===== src/rtl/tsr_pkg.sv =====
package tsr_pkg;

  typedef enum logic [1:0] {
    ST_IDLE    = 2'd0,
    ST_ZERO    = 2'd1,
    ST_TWO     = 2'd2,
    ST_TWO_ONE = 2'd3
  } seqState_t;

  typedef struct packed {
    logic isZero;
    logic isOne;
    logic isTwo;
    logic isBad;
  } symClass_t;

  typedef struct packed {
    logic shortHit;
    logic longHit;
  } hitStrobe_t;

endpackage


===== src/rtl/tsrSymbolDecode.sv =====
module tsrSymbolDecode
  import tsr_pkg::*;
#(
  parameter int SYM_W = 2
) (
  input  logic             symValid,
  input  logic [SYM_W-1:0] symIn,
  output symClass_t        cls
);
  localparam logic [SYM_W-1:0] CODE_ZERO = SYM_W'(0);
  localparam logic [SYM_W-1:0] CODE_ONE  = SYM_W'(1);
  localparam logic [SYM_W-1:0] CODE_TWO  = SYM_W'(2);

  always_comb begin
    cls        = '0;
    if (symValid) begin
      cls.isZero = (symIn == CODE_ZERO);
      cls.isOne  = (symIn == CODE_ONE);
      cls.isTwo  = (symIn == CODE_TWO);
      cls.isBad  = (symIn > CODE_TWO);
    end
  end
endmodule


===== src/rtl/tsrSeqControl.sv =====
module tsrSeqControl
  import tsr_pkg::*;
(
  input  logic       clk,
  input  logic       rst,
  input  symClass_t  cls,
  output hitStrobe_t hits
);
  seqState_t curState;
  seqState_t nextState;

  always_comb begin
    nextState = curState;
    hits      = '0;
    if (cls.isZero) begin
      nextState     = ST_ZERO;
      hits.shortHit = (curState == ST_ZERO);
      hits.longHit  = (curState == ST_TWO_ONE);
    end else if (cls.isOne) begin
      nextState = (curState == ST_TWO) ? ST_TWO_ONE : ST_IDLE;
    end else if (cls.isTwo) begin
      nextState = ST_TWO;
    end else if (cls.isBad) begin
      nextState = ST_IDLE;
    end
  end

  always_ff @(posedge clk) begin
    if (rst) curState <= ST_IDLE;
    else     curState <= nextState;
  end
endmodule


===== src/rtl/tsrDetectPath.sv =====
module tsrDetectPath
  import tsr_pkg::*;
(
  input  logic       rst,
  input  hitStrobe_t hits,
  output logic       detect
);
  always_comb detect = !rst && (hits.shortHit || hits.longHit);
endmodule


===== src/rtl/ternary_seq_detector.sv =====
module ternary_seq_detector
  import tsr_pkg::*;
#(
  parameter int SYM_W = 2
) (
  input  logic             clk,
  input  logic             rst,
  input  logic             symValid,
  input  logic [SYM_W-1:0] symIn,
  output logic             detect
);
  symClass_t  cls;
  hitStrobe_t hits;

  tsrSymbolDecode #(.SYM_W(SYM_W)) u_decode (
    .symValid(symValid),
    .symIn   (symIn),
    .cls     (cls)
  );

  tsrSeqControl u_ctrl (
    .clk (clk),
    .rst (rst),
    .cls (cls),
    .hits(hits)
  );

  tsrDetectPath u_path (
    .rst   (rst),
    .hits  (hits),
    .detect(detect)
  );
endmodule


===== config.mk =====
export PLATFORM = sky130hd
export DESIGN_NAME = ternary_seq_detector
export DESIGN_NICKNAME = d
export VERILOG_FILES = /design/src/rtl/tsr_pkg.sv /design/src/rtl/tsrSymbolDecode.sv /design/src/rtl/tsrSeqControl.sv /design/src/rtl/tsrDetectPath.sv /design/src/rtl/ternary_seq_detector.sv
export SDC_FILE = /design/constraint.sdc
export NUM_CORES = 1
export LEC_CHECK = 0
export ABC_AREA = 1
export CAP_MARGIN = 40
export CORE_AREA = 2 2 39 41
export DETAILED_ROUTE_END_ITERATION = 10
export DIE_AREA = 0 0 41 43
export SLEW_MARGIN = 20
export SYNTH_ARGS = -nofsm -noshare
export SYNTH_HDL_FRONTEND = slang
export SYNTH_SLANG_ARGS = --single-unit

===== constraint.sdc =====
create_clock -name clk -period 0.9 [get_ports clk]
set_input_delay 0.18 -clock clk [delete_from_list [all_inputs] [get_ports clk]]
set_output_delay 0.18 -clock clk [all_outputs]
set_load 0.1 [all_outputs]

==> metrics.md <==
| Metric | Value |
|---|---|
| Status | `finished with violations` |
| Violated checks | `negative setup slack` |
| Routed via count | `178` |
| RSZ-0062 raised after global routing | `yes` |
| Final GP Congestion | `0.728` |
| Post-route DRC | `0` |
| Layout area overhead | `113%` |
| DR WL/cell | `6.02 µm` |
| Critical path class | `in2out` |
| First-pass GRT wire length | `545 µm` |
| Clock Skew | `0.00300 ns` |
| Post-layout util | `21.0%` |
| Sequential-to-total area share from yosys stat | `29.4%` |
| Hold Crit Class | `in2reg` |
| Hold WS | `0.362 ns` |
| Net count after synthesis | `31` |
| Row cnt | `14` |
| Diode count | `0` |
| Post-Place Setup Slack | `-0.545 ns` |
| Total grt overflow | `0` |
| Tcrit/Tclk final | `124%` |
| Leak | `0.147 nW` |
| Initial Util | `9.86%` |
| Yosys top cell by area | `dfxtp_1` |
| Worst Path Arrival | `0.94 ns` |
| Slew headroom | `88.5%` |
| Worst path required time | `0.72 ns` |
| PwrDens | `1250 nW/µm²` |
| Post-detailed-placement half-perimeter wirelength | `234 µm` |
| Synth cell types | `9` |
| Largest register FFs | `2` |
| Largest net degree at the start of global routing | `6` |
| Nets@finish | `46` |
| DRT Pass-1 Iters | `2` |
| TritonCTS buffer count | `3` |
| Achievable frequency | `893 MHz` |
| GRT Total Usage | `5.01%` |
| DR iter-0 viols | `1` |
| Core area | `1380 µm²` |
| Bufs on Longest Clock Path | `2` |
| Initial antenna violation count | `0` |
| Slew of the pin with the lowest slew margin | `0.172 ns` |
| Die ar. | `1760 µm²` |
| Setup violators final | `1` |
| FF+latch count, synth | `2` |
| DRT antenna net count | `0` |
| CTS Root Cell | `clkbuf_4` |
| H-tree Lvls | `1` |
| Port bufs | `5` |
| Final hold viol count | `0` |
| Post-synthesis cell count | `26` |
| Io pins | `6` |
| Avg Inst Size Synth | `5.25 µm²` |
| Post-layout minimum cycle time | `1.12 ns` |
| Worst vdd ir | `0.000439 V` |
| Die H | `43 µm` |
| Layout cells sized above 1 | `48.7%` |
| Vias in the first global route | `150` |
| # fillers | `157` |
| Clock sinks | `2` |
| Cts hold-fix bufs | `0` |
| Top cell type's share of synthesized area | `29.4%` |
| Largest cells by area after synthesis | `dfxtp_1 29%, nand2_1 28%, nor2_1 14%` |
| Worst Path Max Fanout | `2` |
| Register bank with the most flops | `u_ctrl.curState` |
| DR vias/cell | `3.24` |
| TritonCTS clock tree | `yes` |
| Clock latency on the worst-skew pair | `0.22 ns` |
| Crit start category | `input port` |
| Cell Area, Synth | `136 µm²` |
| Ys Warns | `0` |
| CP endpoint kind | `primary output` |
| Die Wd | `41 µm` |
| Leading registers by flop count | `u_ctrl.curState: 2 flops` |
| Final Max Tran Viols | `0` |
| Routed WL | `331 µm` |
| CTS clk-pin slew, worst paths | `0.03 ns` |
| MaxCap Viol Count | `0` |
| Worst setup margin | `-0.220 ns` |
==> final cells by class <==
| class | count | area [µm²] | share of cell area (%) |
|---|---|---|---|
| Inverter | 5 | 18.8 | 6.47 |
| Clock buffer | 3 | 22.5 | 7.76 |
| Multi-Input combinational cell | 19 | 93.8 | 32.3 |
| Sequential cell | 2 | 41.3 | 14.2 |
| Timing Repair Buffer | 10 | 93.8 | 32.3 |
| Tap cell | 16 | 20.0 | 6.90 |
==> worst max-delay path, cell delays in order <==
cell and delay (ns):
clkdlybuf4s15_2 0.19, nor2_2 0.09, nand2_2 0.08, nor3_4 0.20
buf_12 0.20
==> metal layers <==
layer / GRT usage [%] / routed length [µm]
met1: 6.39 / 163
met2: 4.69 / 131
met3: 4.71 / 37
met4: 4.00 / 0
met5: 0 / 0
==> power by group <==
| group | internal, mW | total (mW) | switching [mW] | leakage, nW |
|---|---|---|---|---|
| Clock | 0.147 | 0.195 | 0.0480 | 0.0138 |
| Sequential | 0.0948 | 0.0974 | 0.00264 | 0.0168 |
| Combinational | 0.0360 | 0.0710 | 0.0350 | 0.117 |
==> cells in the final DEF, fill, tap and decap left out <==
master           Yosys  routed
nor2_1               5       4
buf_4                0       5
nor2_2               1       2
inv_1                4       3
dlygate4sd2_1        0       1
nand3_1              1       1
nand2_2              0       1
buf_12               0       1
nand2_1             10       9
a21oi_1              1       1
buf_2                0       1
inv_2                1       2
dfxtp_2              0       1
clkbuf_4             0       3
nor3_4               0       1
dfxtp_1              2       1
clkdlybuf4s15_2      0       2
==> metrics by stage <==
step | instances | TNS [ns] | total power [mW] | cell area (µm²)
floorplan | 26 | -0.426 | 0.127 | 149
global placement | 51 | -1.09 | 0.170 | 259
detailed placement | 51 | -1.08 | 0.170 | 259
CTS | 55 | -0.222 | 0.378 | 290
global route | 55 | -0.252 | 0.399 | 290
finish | 55 | -0.220 | 0.363 | 290
==> kinds of logic (layout without fill, tap and decap cells) <==
logic type             Yosys count  after routing  share of synthesized area [%]
DFF                              2              2                           29.4
buffers and inverters            5             18                           13.8
and+or+nand+nor                 18             18                           53.2
AOI/OAI and AO/OA                1              1                           3.67
==> worst paths after layout <==
check	start	end	slack, ns	cells past startpoint
setup / recovery	symIn[1]	detect	-0.22	5
hold / removal	symIn[0]	u_ctrl.curState[1]$_SDFFE_PP0P_	0.36	5
setup reg to reg	u_ctrl.curState[0]$_SDFFE_PP0P_	u_ctrl.curState[1]$_SDFFE_PP0P_	0.11	4
hold reg to reg	u_ctrl.curState[1]$_SDFFE_PP0P_	u_ctrl.curState[1]$_SDFFE_PP0P_	0.56	4
==> timing repair <==
action | 4_1_cts | 5_1_grt
gates cloned | 0 | 0
pin swaps | 2 | 0
gates resized for setup | 13 | 0
setup buffers | 1 | 0
endpoints found under the setup margin | 3 | 1
==> cells in the mapped netlist <==
master   count
a21oi_1      1
dfxtp_1      2
inv_1        4
inv_2        1
nand2_1     10
nand3_1      1
nor2_1       5
nor2_2       1
nor3_1       1
Note: power is estimated with default switching activity, not from simulation.
